--- src/rtl/chain_pkg.sv ---
package chain_pkg;
  typedef enum logic [2:0] {
    ST_IDLE = 3'd0,
    ST_EVAL = 3'd1,
    ST_RKEY = 3'd2,
    ST_CMP  = 3'd3,
    ST_LINK = 3'd4
  } walk_state_t;

  typedef enum logic [1:0] {
    RES_ERROR = 2'd0,
    RES_MISS  = 2'd1,
    RES_HIT   = 2'd2
  } walk_result_t;
endpackage

--- src/rtl/chain_match.sv ---
module chain_match #(
  parameter int W = 16
) (
  input  logic [W-1:0] key_word,
  input  logic [W-1:0] target,
  input  logic         gt_mode,
  output logic         hit
);
  logic is_eq;
  logic is_gt;

  always_comb begin
    is_eq = (key_word == target);
    is_gt = (key_word > target);
    hit   = gt_mode ? is_gt : is_eq;
  end
endmodule

--- src/rtl/chain_addr.sv ---
module chain_addr #(
  parameter int AW = 15
) (
  input  logic [AW-1:0] cur_low,
  input  logic [AW-1:0] offset,
  input  logic          link_sel,
  output logic [AW-1:0] addr
);
  logic [AW-1:0] key_addr;

  always_comb begin
    key_addr = cur_low + offset;
    addr     = link_sel ? cur_low : key_addr;
  end
endmodule

--- src/rtl/chain_ctrl.sv ---
module chain_ctrl
  import chain_pkg::*;
#(
  parameter int W  = 16,
  localparam int AW = W - 1
) (
  input  logic          clk,
  input  logic          rst_n,
  input  logic          start,
  input  logic [W-1:0]  head_ptr,
  input  logic [W-1:0]  search_val,
  input  logic [AW-1:0] key_off,
  input  logic          mode_gt,
  input  logic          key_hit,
  input  logic [W-1:0]  mem_rdata,
  output logic [W-1:0]  cur_q,
  output logic [W-1:0]  prev_q,
  output logic [W-1:0]  target_q,
  output logic [AW-1:0] off_q,
  output logic          mode_q,
  output logic          rd_en,
  output logic          rd_link,
  output logic          busy,
  output logic          done_q,
  output logic [1:0]    result_q
);
  walk_state_t state_q, state_d;
  logic [W-1:0]  cur_d, prev_d, target_d;
  logic [AW-1:0] off_d;
  logic          mode_d;
  logic          done_d;
  logic [1:0]    result_d;
  logic          ld_cur, ld_cfg, ld_res;

  always_comb begin
    state_d  = state_q;
    cur_d    = cur_q;
    prev_d   = prev_q;
    target_d = target_q;
    off_d    = off_q;
    mode_d   = mode_q;
    result_d = result_q;
    done_d   = 1'b0;
    ld_cur   = 1'b0;
    ld_cfg   = 1'b0;
    ld_res   = 1'b0;
    rd_en    = 1'b0;
    rd_link  = 1'b0;
    unique case (state_q)
      ST_IDLE: begin
        if (start) begin
          cur_d    = {1'b0, head_ptr[AW-1:0]};
          prev_d   = '0;
          target_d = search_val;
          off_d    = key_off;
          mode_d   = mode_gt;
          ld_cur   = 1'b1;
          ld_cfg   = 1'b1;
          state_d  = ST_EVAL;
        end
      end
      ST_EVAL: begin
        if (cur_q == '0) begin
          result_d = RES_MISS;
          ld_res   = 1'b1;
          done_d   = 1'b1;
          state_d  = ST_IDLE;
        end else if (cur_q[W-1]) begin
          result_d = RES_ERROR;
          ld_res   = 1'b1;
          done_d   = 1'b1;
          state_d  = ST_IDLE;
        end else begin
          state_d = ST_RKEY;
        end
      end
      ST_RKEY: begin
        rd_en   = 1'b1;
        state_d = ST_CMP;
      end
      ST_CMP: begin
        if (key_hit) begin
          result_d = RES_HIT;
          ld_res   = 1'b1;
          done_d   = 1'b1;
          state_d  = ST_IDLE;
        end else begin
          rd_en   = 1'b1;
          rd_link = 1'b1;
          state_d = ST_LINK;
        end
      end
      ST_LINK: begin
        prev_d  = cur_q;
        cur_d   = mem_rdata;
        ld_cur  = 1'b1;
        state_d = ST_EVAL;
      end
      default: state_d = ST_IDLE;
    endcase
  end

  always_ff @(posedge clk or negedge rst_n) begin
    if (!rst_n) begin
      state_q <= ST_IDLE;
      done_q  <= 1'b0;
    end else begin
      state_q <= state_d;
      done_q  <= done_d;
    end
  end

  always_ff @(posedge clk or negedge rst_n) begin
    if (!rst_n) begin
      cur_q  <= '0;
      prev_q <= '0;
    end else if (ld_cur) begin
      cur_q  <= cur_d;
      prev_q <= prev_d;
    end
  end

  always_ff @(posedge clk or negedge rst_n) begin
    if (!rst_n) begin
      target_q <= '0;
      off_q    <= '0;
      mode_q   <= 1'b0;
    end else if (ld_cfg) begin
      target_q <= target_d;
      off_q    <= off_d;
      mode_q   <= mode_d;
    end
  end

  always_ff @(posedge clk or negedge rst_n) begin
    if (!rst_n) begin
      result_q <= RES_MISS;
    end else if (ld_res) begin
      result_q <= result_d;
    end
  end

  assign busy = (state_q != ST_IDLE);

  AST_START_CLEARS: assert property (@(posedge clk) disable iff (!rst_n)
    (start && !busy) |=> (prev_q == '0 && cur_q[W-1] == 1'b0)) else $error("start load");
  AST_ADVANCE: assert property (@(posedge clk) disable iff (!rst_n)
    (state_q == ST_LINK) |=> (prev_q == $past(cur_q) && cur_q == $past(mem_rdata))) else $error("advance");
  AST_BUSY_HOLDS: assert property (@(posedge clk) disable iff (!rst_n)
    (busy && start) |=> $stable(target_q)) else $error("start while busy");
  AST_DONE_PULSE: assert property (@(posedge clk) disable iff (!rst_n)
    done_q |=> !done_q) else $error("done width");
  AST_DONE_IDLE: assert property (@(posedge clk) disable iff (!rst_n)
    done_q |-> !busy) else $error("done while busy");
  AST_READ_BUSY: assert property (@(posedge clk) disable iff (!rst_n)
    rd_en |-> busy) else $error("read while idle");
endmodule

--- src/rtl/chain_seeker.sv ---
module chain_seeker
  import chain_pkg::*;
#(
  parameter int W  = 16,
  localparam int AW = W - 1
) (
  input  logic          clk,
  input  logic          rst_n,
  input  logic          start,
  input  logic [W-1:0]  head_ptr,
  input  logic [W-1:0]  search_val,
  input  logic [AW-1:0] key_off,
  input  logic          mode_gt,
  output logic          busy,
  output logic          done,
  output logic [1:0]    outcome,
  output logic [W-1:0]  cur_ptr,
  output logic [W-1:0]  prev_ptr,
  output logic          mem_rd,
  output logic [AW-1:0] mem_addr,
  input  logic [W-1:0]  mem_rdata
);
  logic [W-1:0]  cur_q, prev_q, target_q;
  logic [AW-1:0] off_q;
  logic          mode_q, rd_link, key_hit;

  chain_ctrl #(.W(W)) u_ctrl (
    .clk        (clk),
    .rst_n      (rst_n),
    .start      (start),
    .head_ptr   (head_ptr),
    .search_val (search_val),
    .key_off    (key_off),
    .mode_gt    (mode_gt),
    .key_hit    (key_hit),
    .mem_rdata  (mem_rdata),
    .cur_q      (cur_q),
    .prev_q     (prev_q),
    .target_q   (target_q),
    .off_q      (off_q),
    .mode_q     (mode_q),
    .rd_en      (mem_rd),
    .rd_link    (rd_link),
    .busy       (busy),
    .done_q     (done),
    .result_q   (outcome)
  );

  chain_addr #(.AW(AW)) u_addr (
    .cur_low  (cur_q[AW-1:0]),
    .offset   (off_q),
    .link_sel (rd_link),
    .addr     (mem_addr)
  );

  chain_match #(.W(W)) u_match (
    .key_word (mem_rdata),
    .target   (target_q),
    .gt_mode  (mode_q),
    .hit      (key_hit)
  );

  assign cur_ptr  = cur_q;
  assign prev_ptr = prev_q;

  AST_LINK_ADDR: assert property (@(posedge clk) disable iff (!rst_n)
    (mem_rd && rd_link) |-> (mem_addr == cur_ptr[AW-1:0])) else $error("link addr");
  AST_NO_READ_BAD: assert property (@(posedge clk) disable iff (!rst_n)
    mem_rd |-> (cur_ptr != '0 && !cur_ptr[W-1])) else $error("read of null");
  AST_ERR_SIGN: assert property (@(posedge clk) disable iff (!rst_n)
    (done && outcome == RES_ERROR) |-> cur_ptr[W-1]) else $error("error sign");
  AST_MISS_NULL: assert property (@(posedge clk) disable iff (!rst_n)
    (done && outcome == RES_MISS) |-> (cur_ptr == '0)) else $error("miss ptr");
  AST_NO_CODE3: assert property (@(posedge clk) disable iff (!rst_n)
    done |-> (outcome != 2'd3)) else $error("code 3");
endmodule

--- config.mk ---
export PLATFORM = sky130hd
export DESIGN_NAME = chain_seeker
export DESIGN_NICKNAME = d
export VERILOG_FILES = /design/src/rtl/chain_pkg.sv /design/src/rtl/chain_match.sv /design/src/rtl/chain_addr.sv /design/src/rtl/chain_ctrl.sv /design/src/rtl/chain_seeker.sv
export SDC_FILE = /design/constraint.sdc
export NUM_CORES = 1
export LEC_CHECK = 0
export ABC_AREA = 1
export BUFFER_PORTS_ARGS = -buffer_cell sky130_fd_sc_hd__buf_4
export CAP_MARGIN = 10
export CORE_ASPECT_RATIO = 0.9
export CORE_MARGIN = 10
export CORE_UTILIZATION = 50
export DETAILED_ROUTE_END_ITERATION = 8
export PLACE_DENSITY = 0.77
export SLEW_MARGIN = 20
export SYNTH_ARGS = -nofsm -noshare
export SYNTH_HDL_FRONTEND = slang
export SYNTH_SLANG_ARGS = --single-unit
--- constraint.sdc ---
create_clock -name clk -period 2.3 [get_ports clk]
set_clock_uncertainty 0.05 [all_clocks]
set_input_delay 0.115 -clock clk [delete_from_list [all_inputs] [get_ports clk]]
set_output_delay 0.115 -clock clk [all_outputs]
set_load 0.01 [all_outputs]
# Word-level counts from Yosys, hierarchy flattened
# Cells that the tools add are included.
[classes] reduce_logical=8 n_lt_le_gt_ge=1 add_sub_neg=1 n_eq_ne=8 n_mux=25
[op_table] operator="$pmux W16 S2" count=2
[op_table] operator="$mux W16" count=2
[op_table] operator="$eq A16 B16 Y1" count=1
[op_table] operator="$gt A16 B16 Y1" count=1
[op_table] operator="$logic_not A16 Y1" count=1
[op_table] operator="$add A15 B15 Y15" count=1
[op_table] operator="$mux W15" count=1
[op_table] operator="$pmux W3 S5" count=1
[op_table] operator="$mux W3" count=3
[op_table] operator="$mux W1" count=8
[op_table] operator="$mux W2" count=4
[op_table] operator="$eq A3 B2 Y1 const B" count=2
[op_table] operator="$pmux W1 S2" count=3
[op_table] operator="$reduce_and A3 Y1" count=2
[op_table] operator="$ne A2 B2 Y1 const B" count=2
[op_table] operator="$pmux W2 S2" count=1
[op_table] operator="$reduce_and A4 Y1" count=1
[op_table] operator="$reduce_bool A2 Y1" count=2
[op_table] operator="$eq A3 B1 Y1 const B" count=1
[op_table] operator="$eq A3 B3 Y1 const B" count=1
[op_table] operator="$logic_not A3 Y1" count=1
[op_table] operator="$ne A3 B1 Y1 const B" count=1
[op_table] operator="$reduce_bool A3 Y1" count=1
[totals] input_bits=67 output_inout_bits=52 elab_cells=51 regBits=70

# Depth between registers and ports, before layout
# Gate-level depths: netlist (run 1).
[depth] depth_word=5 mapped_depth=17 depth_no_buf=17

# Modules after synthesis
# From an unflattened synthesis (run 1), not the netlist that was laid out.
[unflattened] cells_unflattened=610 area_unflattened_um2=4438.0
[by_module_without_submodules] mod="chain_ctrl" area_each_um2=2906.5 seq_area_each_um2=1752.9 instances=1 cells_per_inst=319
[by_module_without_submodules] mod="chain_addr" area_each_um2=1073.5 seq_area_each_um2=0.0 instances=1 cells_per_inst=215
[by_module_without_submodules] mod="chain_match" area_each_um2=457.9 seq_area_each_um2=0.0 instances=1 cells_per_inst=76

# Worst setup path after synthesis (run 1)
# No wires, ideal clock.
[synth_path] kind="reg2out" from="reg u_ctrl.cur_q[0]" to="out mem_addr[14]" t_arrival_ns=1.857 path_slack_ns=0.278 required_time_ns=2.135 stages_incl_launch_ff=12 cell_sequence="dfrtp_1 ha_1 inv_1 fa_1 o21ai_2 nand2_1 nand2_1 nand3_1 nand2_1 xor2_1 nand2_1 nand2_1"
[synth_via] elab_chain_len=2
[synth_rtl] element="from (decl)" line="chain_ctrl.sv:16" source="output logic [W-1:0] cur_q,"
[synth_rtl] element="from (signal assigned)" line="chain_ctrl.sv:118" source="cur_q <= cur_d;"
[synth_rtl] element="$add A15 B15 Y15" line="chain_addr.sv:12" source="key_addr = cur_low + offset;"
[synth_rtl] element="$mux W15" line="chain_addr.sv:13" source="addr = link_sel ? cur_low : key_addr;"
[synth_rtl] element="to (decl)" line="chain_seeker.sv:20" source="output logic [AW-1:0] mem_addr,"
# Every way passes these cells.

# Worst setup path in the final report (run 1)
[layout_path] from="reg u_ctrl.target_q[6]" to="out mem_addr[6]"
[layout_via] elab_chain_len=5 elab_cells_between_ends=6 classes_between="order compare: 1; eq/ne: 1; mux: 4"
[layout_rtl] element="from (decl)" line="chain_ctrl.sv:18" source="output logic [W-1:0] target_q,"
[layout_rtl] element="from (signal assigned)" line="chain_ctrl.sv:129" source="target_q <= target_d;"
[layout_rtl] element="$gt A16 B16 Y1 / $eq A16 B16 Y1 (equally long branches)" line="chain_match.sv:14, chain_match.sv:13"
[layout_rtl] element="$mux W1 *" line="chain_match.sv:15" source="hit = gt_mode ? is_gt : is_eq;"
[layout_rtl] element="$mux W1 *" line="chain_ctrl.sv:82" source="if (key_hit) begin"
[layout_rtl] element="$mux W1 *" line="chain_ctrl.sv:49" source="unique case (state_q)"
[layout_rtl] element="$mux W15 *" line="chain_addr.sv:13"
# Mark *: on every way between the ends. The rest lies on a longest branch, timed or not.

==> key figures, run 1 <==
Routing
  • Remaining DRCs: 0
  • Avg WL per Cell: roughly 19 um
  • DR vias/cell: roughly 5.5
  • Initial DRC count: around 320
  • Drt total wl: 14.93 mm
  • Routed Antenna Nets: 0
  • TritonRoute pass-1 iters: 5
  • Via count: 4390

Global route
  • All-Layer GR Usage: roughly 23%
  • First-pass GRT wire length: ~22 mm
  • Most Crowded Layer GR: met2
  • GR Layer Usage met3: under 10%
  • Number of global-route vias before repair: ~4500
  • Met2 usage: 38.34%
  • Routing usage on met1: 26.05%
  • Largest net degree at the start of global routing: 71
  • GRT overflow: 0
  • Initial antenna violation count: 0

Place
  • IO Port Bufs: 117
  • GP Congestion: roughly 0.93
  • DP HPWL: 9.646 mm

STA
  • Post-route setup TNS: -5.027 ns
  • Final setup viols: 16
  • Worst slew pin tran: slightly below 0.9 ns
  • Max Slew Vio Count: 0
  • Tcrit/Tclk final: 115.9%
  • Post-route minimum period: about 2.7 ns
  • Max Clk Rate: around 380 MHz
  • Final WS setup: -0.3661 ns
  • Unrepaired setup endpoints after global routing: true
  • Max-slew headroom: 41.06%
  • Final hold vios: 0

Power
  • PwrDens: 1654 mW/mm2
  • Worst VDD drop: between 1 and 1.5 mV
  • Leakage: 3.181 nW
  • Tot Pwr: about 10 mW

Synth
  • Synth top cells by count: nand2_1 (149), dfrtp_1 (69), inv_1 (58)
  • Register area share after synthesis: a little over two fifths
  • Syn Std Cell Area: 0.004111 mm2
  • Post-synth EDFFs: 0
  • Top cells by area, synth: dfrtp_1 (42%), nand2_1 (14%), ha_1 (9.1%), o21ai_0 (5.5%), inv_1 (5.3%)
  • Largest area contributor in the netlist: dfrtp_1
  • Most frequent cell after synthesis: nand2_1
  • Synth warn: 0
  • Post-Syn Instances: around 500
  • Asr flop ratio synth: 100.0%
  • #FFs+latches synth: 70
  • Synth top area share: 42.00%
  • Distinct cells, synth: 34
  • Syn Nets: 600
  • Main synth FF type: dfrtp_1
  • Synth Area per Inst: roughly 8.2 um2

Floorplanning
  • Core area: 0.008029 mm2
  • IO Pins: between 100 and 150
  • Die width: roughly 120 um
  • Chip Height: around 110 um
  • Num rows: 31
  • Initial Util: 51.21%
  • Die footprint: around 0.012 mm2

Setup path
  • Worst endpoint required time: between 2 and 2.5 ns
  • Worst path arrival time: roughly 2.5 ns
  • Crit path capture type: output pin
  • Crit Path Max Fanout: 7
  • Worst reg2reg path depth: 13
  • CP Launch Type: flop
  • Worst r2r src: u_ctrl.target_q[6]$_DFFE_PN0P_
  • CP Class: reg -> out
  • Reg-to-reg endpoint: u_ctrl.result_q[0]$_DFFE_PN1P_
  • R2R Setup Slk: 0.33 ns

Clock tree
  • Clock Tree Buf Depth: 2
  • Clock-pin transition on the worst setup and hold timing paths: about 0.08 ns
  • Skew-Pair Late Insertion Delay: between 0.3 and 0.4 ns
  • CTS Root Cell: clkbuf_8
  • Sink Count: 70
  • # H-tree levels: 3
  • TritonCTS clock tree: done
  • Number of buffers created by CTS: 9

Cells and area
  • Nets: between 700 and 800
  • Ant. Diodes: 0
  • Share of cells above drive strength 1: between 30% and 40%
  • Synth-to-layout area growth: 53.68%
  • Filler Cells Inserted: around 530

Min path
  • Min-Delay Path Depth: 3
  • Hold EP: u_ctrl.cur_q[7]$_DFFE_PN0P_
  • Worst Hold Class: in -> reg
  • Hold path start: mem_rdata[7]

Run status
  • Failing checks: setup timing
  • Status: finished with violations

Flow run
  • Max_cap viols: 0
[sequential cells by signal, summed over array words and instances, names as in the netlist]
| signal | count |
|---|---|
| u_ctrl.target_q | 16 |
| u_ctrl.done_q | 1 |
| u_ctrl.cur_q | 16 |
| u_ctrl.state_q | 3 |
| u_ctrl.result_q | 2 |
| u_ctrl.prev_q | 16 |
| u_ctrl.off_q | 15 |
| u_ctrl.mode_q | 1 |
[where the power goes]
group	leakage [nW]	total, mW	internal (mW)	switching, mW
Combinational	2.18	7.06	3.10	3.96
Sequential	0.888	2.20	1.79	0.411
Clock	0.116	1.19	0.670	0.519
Total	3.18	10.4	5.56	4.89
[routing by layer]
metal / part of all wire, % / wire, um / vias up
met3: 8.2 / 1218 / 55
met2: 49 / 7389 / 229
li1: - / - / 2025
met4: 4.4 / 652 / 0
met1: 38 / 5670 / 2081
met5: 0 / 0 / -
[cell type report]
type	count	area, um2	area share [%]
Inverter	62	237.7	3.762
Clock inverter	5	81.33	1.287
Multi-Input combinational cell	356	2328	36.85
Sequential cell	70	1753	27.74
Tap cell	99	123.9	1.960
Clock buffer	11	151.4	2.396
Timing Repair Buffer	191	1643	26.00
[cells in the final DEF (no fill, tap or decap), drive strengths merged, types with 3 or more instances in the layout]
master / netlist / layout
a22oi: 15 / 15
ha: 30 / 30
nor2: 17 / 17
a21oi: 21 / 21
xor2: 9 / 9
buf: 13 / 135
xnor2: 3 / 3
nand3: 19 / 19
dfrtp: 69 / 69
inv: 62 / 62
nand2: 152 / 152
dlygate4sd3: 0 / 55
clkbuf: 1 / 12
o21ai: 70 / 70
nor3: 4 / 4
o21bai: 3 / 3
nand4: 7 / 7
[critical path: stages (launching register included)]
cell and delay, ns:
dfrtp_1 0.36, inv_2 0.07, ha_4 0.28, nand2_4 0.06, nor2_4 0.11, nand4_1 0.19, nor2_2 0.22, nor2_2 0.07
nand2_2 0.08, nand3_4 0.17, clkbuf_16 0.23, o21ai_4 0.16, buf_6 0.12
[cell families (layout without fill, tap and decap cells)]
family	count (synthesis)	in the layout	synth area share (%)
simple gates	201	201	21.09
buf+inv	76	269	8.034
fa+ha+maj	31	31	9.617
compound gates	112	112	16.07
xor+xnor	12	12	2.557
flops	70	70	42.64
[per-stage QoR]
stage / hold WS, ns / worst slack (ns) / instances / util (%) / instance area [um2]
final: 0.01790 / -0.3661 / 794 / 78.70 / 6319
after global routing: 0.003726 / -0.4196 / 794 / 78.70 / 6319
after detailed placement: 0.2460 / 0.1043 / 713 / 63.47 / 5096
after CTS: 0.005050 / -0.1679 / 789 / 74.88 / 6012
after floorplan: -0.2306 / 0.2781 / 502 / - / 4111
after global placement: 0.2330 / 0.1581 / 713 / 63.47 / 5096
[timing repair]
| item | 4_1_cts | 5_1_grt |
|---|---|---|
| hold endpoints to repair | 118 | 0 |
| pin swaps | 7 | 12 |
| buffers inserted | 5 | 4 |
| hold buffers | 55 | 0 |
| resized for setup | 21 | 55 |
| gates cloned | 0 | 1 |
| endpoints found under the setup margin | 15 | 16 |
[how the worst max path moves through the flow]
stage / from / slack (ns) / end
floorplan: u_ctrl.cur_q[0]$_DFFE_PN0P_ / 0.28 / mem_addr[14]
global placement: u_ctrl.cur_q[0]$_DFFE_PN0P_ / 0.16 / mem_addr[10]
detailed placement: u_ctrl.off_q[0]$_DFFE_PN0P_ / 0.10 / mem_addr[10]
CTS: u_ctrl.target_q[6]$_DFFE_PN0P_ / -0.17 / mem_addr[6]
global route: u_ctrl.target_q[5]$_DFFE_PN0P_ / -0.42 / mem_addr[6]
finish: u_ctrl.target_q[6]$_DFFE_PN0P_ / -0.37 / mem_addr[6]
Note: power is estimated with default switching activity, not from simulation.
==> inputs of run 2 (changes only) <==
PLACE_DENSITY = 0.76   (was 0.77)
SYNTH_HIERARCHICAL = 1   (was unset)
TNS_END_PERCENT = 50   (was unset)
==> key figures, run 2 <==
STA
  • Max Clk Rate: 368.6 MHz (-1.7%)
  • Max-slew headroom: 39.99% (-1.1 points)
  • Post-route setup TNS: -5.972 ns (-0.9445 ns)
  • Tcrit/Tclk final: 117.9% (+2.0 points)
  • Final hold vios: 0 (unchanged)
  • Final WS setup: -0.4127 ns (-0.04667 ns)
  • Final setup viols: 16 (unchanged)
  • Unrepaired setup endpoints after global routing: true
  • Worst hold margin: 0.01604 ns (-0.001863 ns)
  • Worst slew pin tran: 0.9001 ns (+0.01595 ns)
  • Max Slew Vio Count: 0 (unchanged)
  • Post-route minimum period: 2.713 ns (+0.04667 ns)

Flow run
  • Max_cap viols: 0 (unchanged)

Run status
  • Failing checks: setup timing
  • Status: finished with violations

Min path
  • Hold EP: u_ctrl/cur_q[0]$_DFFE_PN0P_
  • Worst Hold Class: in -> reg
  • Min-Delay Path Depth: 3 (unchanged)
  • Hold path start: mem_rdata[0]

Routing
  • Avg WL per Cell: 17.28 um (-8.1%)
  • Remaining DRCs: 0 (unchanged)
  • Routed Antenna Nets: 0 (unchanged)
  • Drt total wl: 16.11 mm (+7.9%)
  • Via count: 4940 (+13%)
  • Initial DRC count: 353 (+9.6%)
  • DR vias/cell: 5.300 (-4.1%)
  • TritonRoute pass-1 iters: 6 (+1)

Power
  • Leakage: 3.553 nW (+12%)
  • PwrDens: 1539 mW/mm2 (-7.0%)
  • Worst VDD drop: 0.6345 mV (-52%)
  • Tot Pwr: 10.16 mW (-2.8%)

Synth
  • Synth top area share: 38.91% (-3.1 points)
  • Largest area contributor in the netlist: dfrtp_1
  • Synth warn: 6 (+6)
  • Register area share after synthesis: 39.50% (-3.1 points)
  • Synth Area per Inst: 7.275 um2 (-11%)
  • Syn Std Cell Area: 0.004438 mm2 (+7.9%)
  • Distinct cells, synth: 38 (+12%)
  • Synth top cells by count: nand2_1 (268), inv_1 (81), dfrtp_1 (69)
  • Post-synth EDFFs: 0 (unchanged)
  • #FFs+latches synth: 70 (unchanged)
  • Asr flop ratio synth: 100.0% (unchanged)
  • Most frequent cell after synthesis: nand2_1
  • Post-Syn Instances: 610 (+22%)
  • Main synth FF type: dfrtp_1
  • Syn Nets: 708 (+18%)
  • Top cells by area, synth: dfrtp_1 (39%), nand2_1 (23%), ha_1 (8.5%), inv_1 (6.9%), o211ai_2 (2.8%)

Cells and area
  • Nets: 906 (+15%)
  • Ant. Diodes: 0 (unchanged)
  • Share of cells above drive strength 1: 27.55% (-5.4 points)
  • Most common cell after layout, fill and taps aside: nand2_1
  • Post-layout util: 76.69% (-2.0 points)
  • Largest regs: u_ctrl/cur_q (16), u_ctrl/prev_q (16), u_ctrl/target_q (16)
  • Synth-to-layout area growth: 48.75%
  • Most frequent cells in the layout: nand2_1 (263), buf_4 (138), inv_1 (73), dfrtp_1 (69), dlygate4sd3_1 (60)

Clock tree
  • Skew-Pair Late Insertion Delay: 0.35 ns (about the same)
  • Clock-pin transition on the worst setup and hold timing paths: 0.08 ns (about the same)
  • TritonCTS clock tree: done
  • # H-tree levels: 3 (unchanged)
  • Number of buffers created by CTS: 9 (unchanged)
  • Clock Tree Buf Depth: 2 (unchanged)
  • Sink Count: 70 (unchanged)
  • CTS Root Cell: clkbuf_8

Floorplanning
  • Initial Util: 51.56% (+0.35 points)
  • Core area: 0.008608 mm2 (+7.2%)
  • IO Pins: 119 (unchanged)
  • Num rows: 32 (+3.2%)
  • Chip Height: 109.4 um (+3.2%)
  • Die width: 119.3 um (+3.2%)
  • Die footprint: 0.01305 mm2 (+6.5%)

Place
  • Place WS: 0.06117 ns (-0.04315 ns)
  • DP HPWL: 10.62 mm (+10%)
  • IO Port Bufs: 117 (unchanged)
  • GP Congestion: 0.8897 (-4.7%)

Setup path
  • Worst path bufs/invs: 3 (unchanged)
  • CP Launch Type: flop
  • Top delay family on crit path: compound AO/OA/AOI/OAI gates
  • Worst reg2reg path depth: 14 (+1)
  • CP Class: reg -> out
  • Worst endpoint required time: 2.13 ns (about the same)
  • Reg-to-reg endpoint: u_ctrl/result_q[1]$_DFFE_PN0P_
  • R2R Setup Slk: 0.02 ns (-0.31 ns)
  • Max stage delay on crit path: 0.42 ns (+0.06 ns)
  • Crit path capture type: output pin
  • Crit-path slowest cell: dfrtp_1
  • Worst path arrival time: 2.55 ns (+0.05 ns)
  • Critical path, cell by cell: inv_1 -> ha_4 -> a21oi_1 -> o21ai_0 -> a21oi_2 -> nand2_1 -> nand2_1 -> nand2_2 -> nor2_4 -> buf_6 -> a21oi_2 -> o21ai_1 -> nand2_1 -> buf_6
  • Crit. path cell count: 14 (+2)
  • Worst r2r src: u_ctrl/target_q[15]$_DFFE_PN0P_
  • Most used cell, CP: nand2_1
  • Crit Path Max Fanout: 5 (-2)

Global route
  • All-Layer GR Usage: 22.63% (-0.042 points)
  • Largest net degree at the start of global routing: 71 (unchanged)
  • GRT overflow: 0 (unchanged)
  • First-pass GRT wire length: 23.97 mm (+8.3%)
  • Number of global-route vias before repair: 4786 (+6.9%)
  • Initial antenna violation count: 0 (unchanged)
## run 2: worst min-delay path: cells and delay by family
family	cells	cell delay, ns
compound gates	1	0.12
simple gates	1	0.05
buf+inv	1	0.09
## run 2: stage by stage
step           area [um2]  std cells
2_1_floorplan        4438        610
3_3_place_gp         5482        846
3_5_place_dp         5482        846
4_1_cts              6486        926
5_1_grt              6601        932
6_report             6601        932
## run 2: how the worst max path moves through the flow
stage | start | endpoint
after floorplan | u_ctrl/target_q[7]$_DFFE_PN0P_ | mem_addr[13]
after global placement | u_ctrl/target_q[7]$_DFFE_PN0P_ | mem_addr[14]
after detailed placement | u_ctrl/target_q[15]$_DFFE_PN0P_ | mem_addr[14]
after CTS | u_ctrl/target_q[13]$_DFFE_PN0P_ | mem_addr[2]
after global routing | u_ctrl/target_q[9]$_DFFE_PN0P_ | mem_addr[2]
final | u_ctrl/target_q[15]$_DFFE_PN0P_ | mem_addr[2]
## run 2: final cells by class
type / count / area [um2]
Tap cell: 119 / 148.9
Inverter: 90 / 349.1
Clock inverter: 5 / 106.4
Fill cell: 596 / 2007
Clock buffer: 11 / 141.4
Sequential cell: 70 / 1753
Timing Repair Buffer: 202 / 1682
Multi-Input combinational cell: 435 / 2421
## run 2: logic make-up after synthesis
family	synth area share, %
AOI/OAI and AO/OA	8.825
and+or+nand+nor	32.34
DFF	39.50
xor gates and xnor gates	0.5922
adders and majority gates	8.909
buffers and inverters	9.839
## run 2: power breakdown
part / switching, mW / leakage [nW] / internal (mW)
Combinational: 3.74 / 2.54 / 2.88
Sequential: 0.476 / 0.890 / 1.82
Clock: 0.492 / 0.120 / 0.752
Total: 4.71 / 3.55 / 5.45
## run 2: per-layer routing
metal	share of wire [%]	track usage, %
met1	39	26.51
met2	49	40.02
met5	0	0
met3	8.0	5.279
met4	3.9	8.434
## run 2: repair_timing
action                     CTS  global route
pin swaps                   15            13
gates resized for setup     29            14
hold buffers                60             0
gates cloned                 2             0
hold endpoints to repair   118             0
setup endpoints to repair   16            55
setup buffers                2             6
==> inputs of run 3 (changes only) <==
CTS_BUF_LIST = sky130_fd_sc_hd__clkbuf_4   (was unset)
PLACE_DENSITY = 0.77   (was 0.76)
SYNTH_HIERARCHICAL = unset   (was 1)
==> key figures, run 3 (same netlist as run 1, synthesis figures left out) <==
Place
  • DP HPWL: 9.646 mm (-9.2%)
  • Area after DPL: 0.005096 mm2 (-7.0%)
  • IO Port Bufs: 117 (unchanged)
  • GP Congestion: 0.9331 (+4.9%)

Cells and area
  • Ant. Diodes: 0 (unchanged)
  • Filler Cells Inserted: 526 (-12%)
  • Largest regs: u_ctrl.cur_q (16), u_ctrl.prev_q (16), u_ctrl.target_q (16)
  • Most common cell after layout, fill and taps aside: nand2_1
  • Post-layout util: 78.63% (+1.9 points)
  • Most frequent cells in the layout: nand2_1 (131), buf_4 (123), dfrtp_1 (69), dlygate4sd3_1 (65), inv_1 (46)
  • Share of cells above drive strength 1: 32.72% (+5.2 points)
  • Nets: 796 (-12%)
  • Fin area: 0.006314 mm2 (-4.4%)
  • Synth-to-layout area growth: 53.56%

Routing
  • DR vias/cell: 5.541 (+4.5%)
  • Routed Antenna Nets: 0 (unchanged)
  • Via count: 4444 (-10%)
  • Drt total wl: 15.12 mm (-6.1%)
  • Avg WL per Cell: 18.85 um (+9.1%)
  • Remaining DRCs: 0 (unchanged)
  • Initial DRC count: 307 (-13%)
  • TritonRoute pass-1 iters: 7 (+1)

Setup path
  • Worst reg2reg path depth: 7 (-7)
  • Worst path arrival time: 2.51 ns (-0.04 ns)
  • Worst r2r src: u_ctrl.state_q[1]$_DFFE_PN0P_
  • Reg-to-reg endpoint: u_ctrl.cur_q[7]$_DFFE_PN0P_
  • CP Class: reg -> out
  • R2R Setup Slk: -0.01 ns (-0.03 ns)
  • Crit Path Max Fanout: 7 (+2)
  • CP Launch Type: flop
  • Worst endpoint required time: 2.13 ns (about the same)
  • Crit path capture type: output pin

STA
  • Max-slew headroom: 40.39% (+0.40 points)
  • Final setup viols: 17 (+1)
  • Post-route minimum period: 2.674 ns (-0.03866 ns)
  • Post-route setup TNS: -5.324 ns (+0.6474 ns)
  • Unrepaired setup endpoints after global routing: true
  • Final WS setup: -0.3741 ns (+0.03866 ns)
  • Max Slew Vio Count: 0 (unchanged)
  • Final hold vios: 0 (unchanged)
  • Tcrit/Tclk final: 116.3% (-1.7 points)
  • Max Clk Rate: 374.0 MHz (+1.4%)
  • Worst slew pin tran: 0.8941 ns (-0.005968 ns)

Power
  • Clock power share: 9.4% (-2.9 points)
  • PwrDens: 1582 mW/mm2 (+2.8%)
  • Seq pwr share: 22.1% (-0.5 points)
  • Leakage: 3.169 nW (-11%)
  • Internal power: 5.226 mW (-4.1%)
  • Worst VDD drop: 1.311 mV (+110%)
  • P_sw: 4.761 mW (+1.2%)
  • Sw Ratio: 47.67% (+1.3 points)
  • Tot Pwr: 9.987 mW (-1.7%)
  • Logic pwr share: 68.5% (+3.3 points)

Clock tree
  • TritonCTS clock tree: done
  • Skew-Pair Late Insertion Delay: 0.45 ns (+0.10 ns)
  • # H-tree levels: 3 (unchanged)
  • Number of buffers created by CTS: 9 (unchanged)
  • Clock Tree Buf Depth: 2 (unchanged)
  • Sink Count: 70 (unchanged)
  • CTS Root Cell: clkbuf_4
  • Clock-pin transition on the worst setup and hold timing paths: 0.13 ns (+0.05 ns)

Run status
  • Status: finished with violations
  • Failing checks: setup timing

Floorplanning
  • Core area: 0.008029 mm2 (-6.7%)
  • IO Pins: 119 (unchanged)
  • Chip Height: 106.0 um (-3.1%)
  • Die footprint: 0.01225 mm2 (-6.1%)
  • Num rows: 31 (-3.1%)
  • Initial Util: 51.21% (-0.35 points)
  • Die width: 115.6 um (-3.1%)

Global route
  • Largest net degree at the start of global routing: 71 (unchanged)
  • First-pass GRT wire length: 22.60 mm (-5.7%)
  • Initial antenna violation count: 0 (unchanged)
  • All-Layer GR Usage: 23.28% (+0.64 points)
  • Number of global-route vias before repair: 4594 (-4.0%)
  • GRT overflow: 0 (unchanged)

Min path
  • Worst Hold Class: in -> async

Flow run
  • Max_cap viols: 0 (unchanged)
-- run 3: worst max-delay path, cell delays in order, from the launching register on --
cell and delay [ns]:
dfrtp_1 0.40, inv_2 0.07, ha_4 0.26, nand2_2 0.06
nor2_4 0.14, nand4_2 0.16, inv_1 0.13, nand2_2 0.06
nand2_2 0.07, nand2_2 0.08, nand3_4 0.16, buf_8 0.17
nand2_2 0.07, o21ai_4 0.07, buf_4 0.14
-- run 3: power groups by stage --
| stage | Clock (mW) | Combinational [mW] | Sequential, mW |
|---|---|---|---|
| 2_1_floorplan | 0 | 3.37 | 2.21 |
| 3_3_place_gp | 0 | 5.53 | 2.17 |
| 3_5_place_dp | 0 | 5.63 | 2.19 |
| 4_1_cts | 0.933 | 6.04 | 2.18 |
| 5_1_grt | 0.981 | 7.44 | 2.26 |
| 6_report | 0.938 | 6.84 | 2.21 |
-- run 3: area by class of cell --
class	count	area [um2]	share of cell area, %
inverter	62	237.7	3.765
sequential	70	1753	27.76
clock inverter	7	88.84	1.407
tap	99	123.9	1.962
clock buffer	9	67.56	1.070
timing repair buffer	199	1724	27.31
multi-input combinational	356	2318	36.72
-- run 3: metal layers --
layer	vias to the layer above	share of wire [%]	global-route usage, %	wire length (um)
met1	2103	37	25.64	5651
met4	0	4.8	11.30	727
met5	-	0	0	0
li1	2032	-	-	-
met2	249	49	39.65	7475
met3	60	8.4	7.476	1265
-- run 3: what timing repair did --
item                                    CTS  global route
endpoints found under the setup margin   16            17
endpoints found under the hold margin   118             0
resized for setup                        20            55
hold buffers                             65             0
setup buffers                             5             2
cloned                                    0             1
pin swaps                                 7            15
-- run 3: per-stage QoR --
| step | std cells | hold slack, ns | setup WS (ns) |
|---|---|---|---|
| after detailed placement | 713 | 0.2460 | 0.1043 |
| after global placement | 713 | 0.2330 | 0.1581 |
| after floorplan | 502 | -0.2306 | 0.2781 |
| final | 802 | 0.2513 | -0.3741 |
| after global routing | 802 | 0.3303 | -0.4579 |
| after CTS | 799 | 0.3033 | -0.2709 |
-- run 3: how the worst max path moves through the flow --
stage                                          startpoint            to  depth (start not counted)
after global routing      u_ctrl.target_q[14]$_DFFE_PN0P_   mem_addr[6]                         12
after detailed placement      u_ctrl.off_q[0]$_DFFE_PN0P_  mem_addr[10]                         12
final                     u_ctrl.target_q[12]$_DFFE_PN0P_   mem_addr[7]                         14
after CTS                  u_ctrl.target_q[6]$_DFFE_PN0P_   mem_addr[6]                         12
after global placement        u_ctrl.cur_q[0]$_DFFE_PN0P_  mem_addr[10]                         12
after floorplan               u_ctrl.cur_q[0]$_DFFE_PN0P_  mem_addr[14]                         11
